### config.mk
export PLATFORM = sky130hd
export DESIGN_NAME = reg_stack
export DESIGN_NICKNAME = d
export VERILOG_FILES = /design/src/rtl/stk_pkg.sv /design/src/rtl/stk_ptr_ctrl.sv /design/src/rtl/stk_storage.sv /design/src/rtl/reg_stack.sv
export SDC_FILE = /design/constraint.sdc
export NUM_CORES = 1
export LEC_CHECK = 0
export BUFFER_PORTS_ARGS = -buffer_cell sky130_fd_sc_hd__buf_4
export CAP_MARGIN = 5
export CORE_UTILIZATION = 55
export CTS_BUF_LIST = sky130_fd_sc_hd__clkbuf_8
export CTS_CLUSTER_DIAMETER = 80
export DETAILED_ROUTE_END_ITERATION = 7
export PLACE_DENSITY = 0.71
export SLEW_MARGIN = 10
export SYNTH_ARGS = -nofsm -noshare
export SYNTH_HDL_FRONTEND = slang
export SYNTH_HIERARCHICAL = 1
export SYNTH_SLANG_ARGS = --single-unit
export TNS_END_PERCENT = 100
### constraint.sdc
create_clock -name clk -period 3.9 [get_ports clk]
set_clock_uncertainty 0.2 [all_clocks]
set_input_delay 0.195 -clock clk [delete_from_list [all_inputs] [get_ports clk]]
set_output_delay 0.195 -clock clk [all_outputs]
set_load 0.01 [all_outputs]
### src/rtl/stk_pkg.sv
package stk_pkg;

    // Decoded request for the current cycle.
    typedef enum logic [1:0] {
        OP_NONE   = 2'd0,
        OP_PUSH   = 2'd1,
        OP_POP    = 2'd2,
        OP_REFUSE = 2'd3
    } stk_op_e;

    // The two status flags, kept together in one register.
    typedef struct packed {
        logic full;
        logic empty;
    } stk_flags_t;

    localparam stk_flags_t FLAGS_RESET = '{full: 1'b0, empty: 1'b1};

    // Turns the strobes and the present flags into one operation.
    function automatic stk_op_e classify(input logic push, input logic pop,
                                         input logic full, input logic empty);
        if (push && pop) return OP_REFUSE;
        if (push)        return full  ? OP_REFUSE : OP_PUSH;
        if (pop)         return empty ? OP_REFUSE : OP_POP;
        return OP_NONE;
    endfunction

endpackage

### src/rtl/stk_ptr_ctrl.sv
module stk_ptr_ctrl
    import stk_pkg::*;
#(
    parameter int PTR_W = 6
) (
    input  logic             clk,
    input  logic             rst,
    input  logic             push_i,
    input  logic             pop_i,
    output stk_op_e          op_o,
    output logic [PTR_W-1:0] sp_o,
    output logic [PTR_W-1:0] wr_addr_o,
    output logic             full_o,
    output logic             empty_o,
    output logic             err_o
);

    localparam logic [PTR_W-1:0] PTR_ONE  = PTR_W'(1);
    localparam logic [PTR_W-1:0] PTR_ZERO = '0;

    logic [PTR_W-1:0] sp_q;
    logic [PTR_W-1:0] sp_up;
    logic [PTR_W-1:0] sp_dn;
    stk_flags_t       flags_q;
    logic             err_q;
    stk_op_e          op;

    assign sp_up = sp_q + PTR_ONE;
    assign sp_dn = sp_q - PTR_ONE;
    assign op    = classify(push_i, pop_i, flags_q.full, flags_q.empty);

    always_ff @(posedge clk) begin
        if (rst) begin
            sp_q    <= PTR_ZERO;
            flags_q <= FLAGS_RESET;
            err_q   <= 1'b0;
        end else begin
            err_q <= (op == OP_REFUSE);
            case (op)
                OP_PUSH: begin
                    sp_q          <= sp_up;
                    flags_q.full  <= (sp_up == PTR_ZERO);
                    flags_q.empty <= 1'b0;
                end
                OP_POP: begin
                    sp_q          <= sp_dn;
                    flags_q.empty <= (sp_dn == PTR_ZERO);
                    flags_q.full  <= 1'b0;
                end
                default: ;
            endcase
        end
    end

    assign op_o      = op;
    assign sp_o      = sp_q;
    assign wr_addr_o = sp_up;
    assign full_o    = flags_q.full;
    assign empty_o   = flags_q.empty;
    assign err_o     = err_q;

    // the two flags are never both set
    a_r1_flags_exclusive: assert property (@(posedge clk) disable iff (rst)
        !(flags_q.full && flags_q.empty));

    a_r3_push_moves_up: assert property (@(posedge clk) disable iff (rst)
        (op == OP_PUSH) |=> (!flags_q.empty && sp_q == $past(sp_q) + PTR_ONE));

    a_r5_pop_moves_down: assert property (@(posedge clk) disable iff (rst)
        (op == OP_POP) |=> (!flags_q.full && sp_q == $past(sp_q) - PTR_ONE));

    a_r6_full_push_refused: assert property (@(posedge clk) disable iff (rst)
        (push_i && !pop_i && flags_q.full) |=> (err_q && $stable(sp_q) && flags_q.full));

    a_r7_empty_pop_refused: assert property (@(posedge clk) disable iff (rst)
        (pop_i && !push_i && flags_q.empty) |=> (err_q && $stable(sp_q) && flags_q.empty));

    a_r8_dual_refused: assert property (@(posedge clk) disable iff (rst)
        (push_i && pop_i) |=> (err_q && $stable(sp_q) && $stable(flags_q)));

    a_r10_err_clear: assert property (@(posedge clk) disable iff (rst)
        (op != OP_REFUSE) |=> !err_q);

endmodule

### src/rtl/stk_storage.sv
module stk_storage #(
    parameter int PTR_W  = 6,
    parameter int DATA_W = 8
) (
    input  logic              clk,
    input  logic              rst,
    input  logic              we_i,
    input  logic [PTR_W-1:0]  waddr_i,
    input  logic [DATA_W-1:0] wdata_i,
    input  logic              re_i,
    input  logic [PTR_W-1:0]  raddr_i,
    output logic [DATA_W-1:0] rdata_o
);

    localparam int DEPTH = 1 << PTR_W;

    logic [DATA_W-1:0] mem [DEPTH];
    logic [DATA_W-1:0] rdata_q;

    always_ff @(posedge clk) begin
        if (we_i) mem[waddr_i] <= wdata_i;
    end

    always_ff @(posedge clk) begin
        if (rst)       rdata_q <= '0;
        else if (re_i) rdata_q <= mem[raddr_i];
    end

    assign rdata_o = rdata_q;

    // the output register changes only on an accepted pop
    a_r9_dout_hold: assert property (@(posedge clk) disable iff (rst)
        !re_i |=> $stable(rdata_q));

endmodule

### src/rtl/reg_stack.sv
module reg_stack
    import stk_pkg::*;
#(
    parameter int DATA_W = 8,
    parameter int PTR_W  = 6
) (
    input  logic              clk,
    input  logic              rst,
    input  logic              push,
    input  logic              pop,
    input  logic [DATA_W-1:0] din,
    output logic [DATA_W-1:0] dout,
    output logic              full,
    output logic              empty,
    output logic [PTR_W-1:0]  sp,
    output logic              err
);

    stk_op_e          op;
    logic [PTR_W-1:0] wr_addr;
    logic [PTR_W-1:0] sp_int;

    stk_ptr_ctrl #(.PTR_W(PTR_W)) u_ctrl (
        .clk      (clk),
        .rst      (rst),
        .push_i   (push),
        .pop_i    (pop),
        .op_o     (op),
        .sp_o     (sp_int),
        .wr_addr_o(wr_addr),
        .full_o   (full),
        .empty_o  (empty),
        .err_o    (err)
    );

    stk_storage #(.PTR_W(PTR_W), .DATA_W(DATA_W)) u_store (
        .clk    (clk),
        .rst    (rst),
        .we_i   (op == OP_PUSH),
        .waddr_i(wr_addr),
        .wdata_i(din),
        .re_i   (op == OP_POP),
        .raddr_i(sp_int),
        .rdata_o(dout)
    );

    assign sp = sp_int;

endmodule

# Yosys cells after proc, flatten, opt, wreduce, memory -nomap -nowiden
# Memory sizes are Yosys's and may differ from the RTL's. A register that Yosys moved wholly into a read port is not among the register bits.
# Cells that the tools add are included.
[word_totals]
ram_bits = 512
mem_count = 1
ff_bits = 9
wordCells = 32
out_inout_bits = 17
[memory_table]
columns = ["name", "words", "width", "rd", "rd_ports_with_merged_regs", "wr", "line_no", "text"]
rows = [
  ["u_store.mem", 64, 8, 1, 1, 1, "stk_storage.sv:17", "logic [DATA_W-1:0] mem [DEPTH];"],
]
[classes]
n_reduce_logical = 4
n_addsub = 2
muxes = 18
eq_ne = 3
[ops]
columns = ["operator", "count"]
rows = [
  ["2-to-1 mux 2 bit", 7],
  ["logical NOT 6 bit", 2],
  ["one-hot mux 6 bit (2 select lines)", 1],
  ["2-to-1 mux 1 bit", 9],
  ["adder 6 x 1 -> 6 bit (second input constant)", 1],
  ["subtractor 6 x 1 -> 6 bit (second input constant)", 1],
  ["== test 2 bit (second input constant)", 2],
  ["one-hot mux 2 bit (2 select lines)", 1],
  ["== test 2 x 1 -> 1 bit (second input constant)", 1],
  ["nonzero test 2 bit", 1],
  ["logical AND 1 bit", 1],
]

# Logic depth before layout (Yosys ltp)
[logic_depth]
ltp_word = 11
mapped_depth = 9

# By module
# Netlist, hierarchy kept.
[modules_own_cells]
columns = ["module", "area_each_um2", "cells_each", "instances", "seq_area_each_um2"]
rows = [
  ["stk_storage", 20188.1, 1039, 1, 15534.9],
  ["stk_ptr_ctrl", 649.4, 76, 1, 180.2],
  ["reg_stack", 15.0, 2, 1, 0.0],
]

# Least setup slack after synthesis
# OpenSTA, ideal clock, no wires.
[synth_path]
path_type = "reg2reg"
start = "register u_ctrl.sp_q[0] (netlist: u_ctrl/sp_o[0])"
end = "memory u_store.mem[39][0] (enable)"
path_stages_with_launch = 9
setup_ns = 0.371
path_buffers = 2
path_slack_ns = 1.007
required_ns = 3.329
t_arrival_ns = 2.323
synth_period_minus_slack_ns = 2.893
cell_sequence = "dfxtp_1 nand3_1 nor2_1 xnor2_1 inv_1 clkbuf_1 or3b_2 clkbuf_1 nor2_1"
[synth_via]
elab_chain_cells = 1
[synth_rtl]
columns = ["element", "line_no", "text"]
rows = [
  ["from (decl)", "stk_ptr_ctrl.sv:21", "logic [PTR_W-1:0] sp_q;"],
  ["from (signal assigned)", "stk_ptr_ctrl.sv:41", "sp_q <= sp_up;"],
  ["from (signal assigned)", "stk_ptr_ctrl.sv:46", "sp_q <= sp_dn;"],
  ["adder 6 x 1 -> 6 bit", "stk_ptr_ctrl.sv:28", "assign sp_up = sp_q + PTR_ONE;"],
  ["via wr_addr[5]", "reg_stack.sv:20", "logic [PTR_W-1:0] wr_addr;"],
  ["to (decl)", "stk_storage.sv:17", ""],
]
# The timed path passes the listed nets, and every way through them passes these cells.

# Worst setup path after layout
[layout_path]
start = "register u_ctrl.sp_q[1] (netlist: u_ctrl/sp_o[1])"
end = "memory u_store.mem[60][3] (enable)"
# The elaborated chain is that of the path after synthesis.

==> impl_metrics.prom <==
# TYPE chip_impl_metric gauge
chip_impl_metric{name="synth.lib_cells_used.distinct",unit=""} 47
chip_impl_info{name="min_path_type",value="input port to register"} 1
chip_impl_metric{name="power.share.combinational",unit=""} 0.103
chip_impl_metric{name="routed_wire_length_per_instance",unit="µm"} 25.8
chip_impl_metric{name="worst_ep_arrival_time",unit="ns"} 3.56
chip_impl_metric{name="netSwitchingFraction",unit=""} 0.246
chip_impl_metric{name="grt_overflow",unit=""} 0
chip_impl_metric{name="p_leak",unit="nW"} 7.33
chip_impl_metric{name="worst_skew_pair.late_latency",unit="ns"} 0.64
chip_impl_metric{name="worst_path_largest_cell_delay",unit="ns"} 0.73
chip_impl_info{name="end_kind",value="register"} 1
chip_impl_metric{name="die_width",unit="µm"} 197
chip_impl_info{name="rsz0062_at_grt",value="no"} 1
chip_impl_metric{name="sequential_share_of_the_synthesized_area",unit=""} 0.754
chip_impl_metric{name="ys.warnings.count",unit=""} 6
chip_impl_metric{name="fp-row-count",unit=""} 70
chip_impl_metric{name="max_slew.worst_pin.slew",unit="ns"} 1.10
chip_impl_metric{name="synth.net_count",unit=""} 1135
chip_impl_info{name="critPathMostFrequentCell",value="nand3_1"} 1
chip_impl_metric{name="relSlewSlack",unit=""} 0.267
chip_impl_info{name="clk_root_buffer_cell",value="clkbuf_8"} 1
chip_impl_metric{name="average_via_count_per_standard_cell",unit=""} 6.15
chip_impl_metric{name="layout-drive-gt1-share",unit=""} 0.199
chip_impl_metric{name="grt_pass1_vias",unit=""} 11000
chip_impl_metric{name="cts.htree.levels",unit=""} 3
chip_impl_metric{name="dieArea",unit="mm²"} 0.0387
chip_impl_metric{name="insertedDiodeCount",unit=""} 0
chip_impl_info{name="critPathTopFamily",value="simple AND/OR/NAND/NOR gates"} 1
chip_impl_metric{name="drc_violation_count_after_routing",unit=""} 0
chip_impl_metric{name="grt_util_met2",unit=""} 0.386
chip_impl_info{name="outcome",value="completed"} 1
chip_impl_metric{name="cts_num_sinks",unit=""} 529
chip_impl_metric{name="finalWorstPathRequiredPeriod",unit="ns"} 3.49
chip_impl_metric{name="port-buffer-count",unit=""} 28
chip_impl_metric{name="worstPathMaxFanout",unit=""} 14
chip_impl_info{name="synth_flop_cell",value="edfxtp_1"} 1
chip_impl_metric{name="antenna_violating_nets_post_route",unit=""} 0
chip_impl_metric{name="groute.layer.met3.usage",unit=""} 0.0452
chip_impl_metric{name="grt_pass1_wl",unit="µm"} 69100
chip_impl_metric{name="whs",unit="ns"} 0.260
chip_impl_metric{name="tns",unit="ns"} 0
chip_impl_metric{name="antenna_violations_before_repair",unit=""} 0
chip_impl_metric{name="boundaryPins",unit=""} 29
chip_impl_metric{name="worstPathBufferInverterCount",unit=""} 0
chip_impl_metric{name="hold_violations",unit=""} 0
chip_impl_info{name="critical-path-slowest-cell",value="xnor2_1"} 1
chip_impl_metric{name="floorplan.initialDensity",unit=""} 0.564
chip_impl_metric{name="design.final.nets",unit=""} 1253
chip_impl_metric{name="drt_first_iter_violations",unit=""} 985
chip_impl_metric{name="seq_power_share",unit=""} 0.538
chip_impl_metric{name="vdd_ir_drop_max",unit="µV"} 227
chip_impl_metric{name="final_max_slew_violation_count",unit=""} 0
chip_impl_metric{name="routabilityCongestion",unit=""} 0.863
chip_impl_info{name="critical_path.cell_chain",value="ha_1, nand3_1, xnor2_1, nand3_1, nor2_1"} 1
chip_impl_metric{name="power_report.internal_total",unit="W"} 0.00889
chip_impl_info{name="worst_setup_path_start_kind",value="register"} 1
chip_impl_metric{name="grt_start_max_net_pins",unit=""} 141
chip_impl_metric{name="period_utilization_post_route",unit=""} 0.894
chip_impl_metric{name="hpwl",unit="µm"} 27000
chip_impl_info{name="criticalPathCategory",value="register to register"} 1
chip_impl_metric{name="syn-cell-area",unit="mm²"} 0.0209
chip_impl_metric{name="drt_wl_total",unit="µm"} 46300
chip_impl_metric{name="maximum_clock_frequency",unit="MHz"} 287
chip_impl_metric{name="final-setup-viol-count",unit=""} 0
chip_impl_metric{name="path_clk_slew",unit="ns"} 0.07
chip_impl_metric{name="report.power.total",unit="W"} 0.0118
chip_impl_metric{name="power.density",unit="mW/mm²"} 503
chip_impl_metric{name="critPathRequiredTime",unit="ns"} 3.98
chip_impl_metric{name="ctsLongestPathBuffers",unit=""} 3
chip_impl_metric{name="grt.met1_usage",unit=""} 0.349
chip_impl_info{name="gr-max-usage-layer",value="met2"} 1
chip_impl_metric{name="async_reset_ff_frac",unit=""} 0
chip_impl_info{name="clock_tree_from_tritoncts",value="built"} 1
chip_impl_metric{name="net-switching-power",unit="W"} 0.00290
chip_impl_metric{name="drv_cap",unit=""} 0
chip_impl_metric{name="total_routing_usage_reported_by_global_routing",unit=""} 0.248
chip_impl_metric{name="detailroute.via_count",unit=""} 11000
chip_impl_metric{name="die_height",unit="µm"} 197
chip_impl_metric{name="postSynthAreaPerCell",unit="µm²"} 18.7
chip_impl_metric{name="cts_buffers",unit=""} 83
chip_impl_metric{name="core-area",unit="mm²"} 0.0370
chip_impl_metric{name="ys_seq_elements",unit=""} 529
chip_impl_metric{name="synth-edff-count",unit=""} 512
chip_impl_metric{name="share_clk_of_total_power",unit=""} 0.359
chip_impl_metric{name="areaGrowthSynthToFinish",unit="%"} 12.4
chip_impl_metric{name="detail_route.first_pass.iterations",unit=""} 5
chip_impl_metric{name="synthesis.instances",unit=""} 1117
## area by class of cell
class / count / area [µm²]
Fill cell: 2554 / 13500
Sequential cell: 529 / 15700
Inverter: 4 / 15.0
Tap cell: 504 / 631
Multi-Input combinational cell: 517 / 4790
Clock buffer: 87 / 1200
Clock inverter: 53 / 283
Timing Repair Buffer: 100 / 793
## cells in the mapped netlist (all sizes together) (4+ instances only)
master	n	area, µm²
edfxtp	512	15400
mux2i	129	1290
a22oi	96	721
nor2	79	297
mux4	64	1470
buf	42	249
nand3	39	195
clkbuf	25	93.8
nand4	18	113
dfxtp	17	340
nand2	11	41.3
nor3b	11	82.6
nor2b	9	56.3
a221o	8	80.1
a21oi	6	33.8
ha	6	75.1
xnor2	6	52.6
inv	4	15.0
## cell families after synthesis
family / synth area share
muxes: 0.133
AOI/OAI and AO/OA: 0.0427
and+or+nand+nor: 0.0461
xor gates and xnor gates: 0.00378
adders and majority gates: 0.00360
DFF: 0.754
buffers and inverters: 0.0172
## power by group through the flow
stage / logic (W) / registers, W / clock network (W)
6_report: 0.00122 / 0.00634 / 0.00423
4_1_cts: 0.00121 / 0.00634 / 0.00431
3_3_place_gp: 0.00118 / 0.00646 / 0
2_1_floorplan: 0.000766 / 0.00644 / 0
3_5_place_dp: 0.00120 / 0.00646 / 0
5_1_grt: 0.00129 / 0.00634 / 0.00454
## what timing repair did
action	in CTS	in global routing
resized for setup	0	0
hold endpoints to repair	436	0
setup buffers	0	0
hold buffers	12	0
## tightest hold or removal path, delay by kind of cell
family / cells / cell delay (ns)
AOI/OAI and AO/OA: 1 / 0.06
buffers and inverters: 2 / 0.79
## placed cells by master (no fill, tap or decap), types with 11 or more instances in the layout
cell           instances
a22oi_1               96
edfxtp_1             512
dlygate4sd3_1         12
nor2_1                77
dfxtp_1               15
mux4_2                56
clkbuf_8              87
mux2i_1              129
nand4_1               18
buf_4                 87
nand3_1               39
nand2_1               11
clkinv_1              14
inv_1                 28
## flip-flops by register name (all words and copies together) (netlist names)
name,cells
u_ctrl/sp_o,6
u_store/mem,512
u_ctrl/err_o,1
u_store/rdata_o,8
u_ctrl/empty_o,1
u_ctrl/full_o,1
## worst paths after layout
check / from / to / slack (ns) / cells past startpoint
hold / removal: rst / u_ctrl/sp_o[2] / 0.26 / 3
setup / recovery: u_ctrl/sp_o[1] / u_store/mem[60][3] / 0.41 / 5
setup reg to reg: u_ctrl/sp_o[1] / u_store/mem[60][3] / 0.41 / 5
hold reg to reg: u_ctrl/empty_o / u_ctrl/empty_o / 0.35 / 2
## metal layers
layer,wire length (µm),share of wire
met5,0,0
met4,1350,0.029
met2,22200,0.48
met3,3700,0.080
met1,19100,0.41
## per-stage QoR
stage	std cells	setup slack, ns	utilization	instance area (µm²)
after floorplan	1117	1.01	-	20900
after global placement	1642	0.668	0.591	21800
after detailed placement	1642	0.528	0.591	21800
after CTS	1794	0.472	0.634	23400
after global routing	1794	0.134	0.634	23400
final	1794	0.415	0.634	23400
Power figures use the tool's default switching activity.
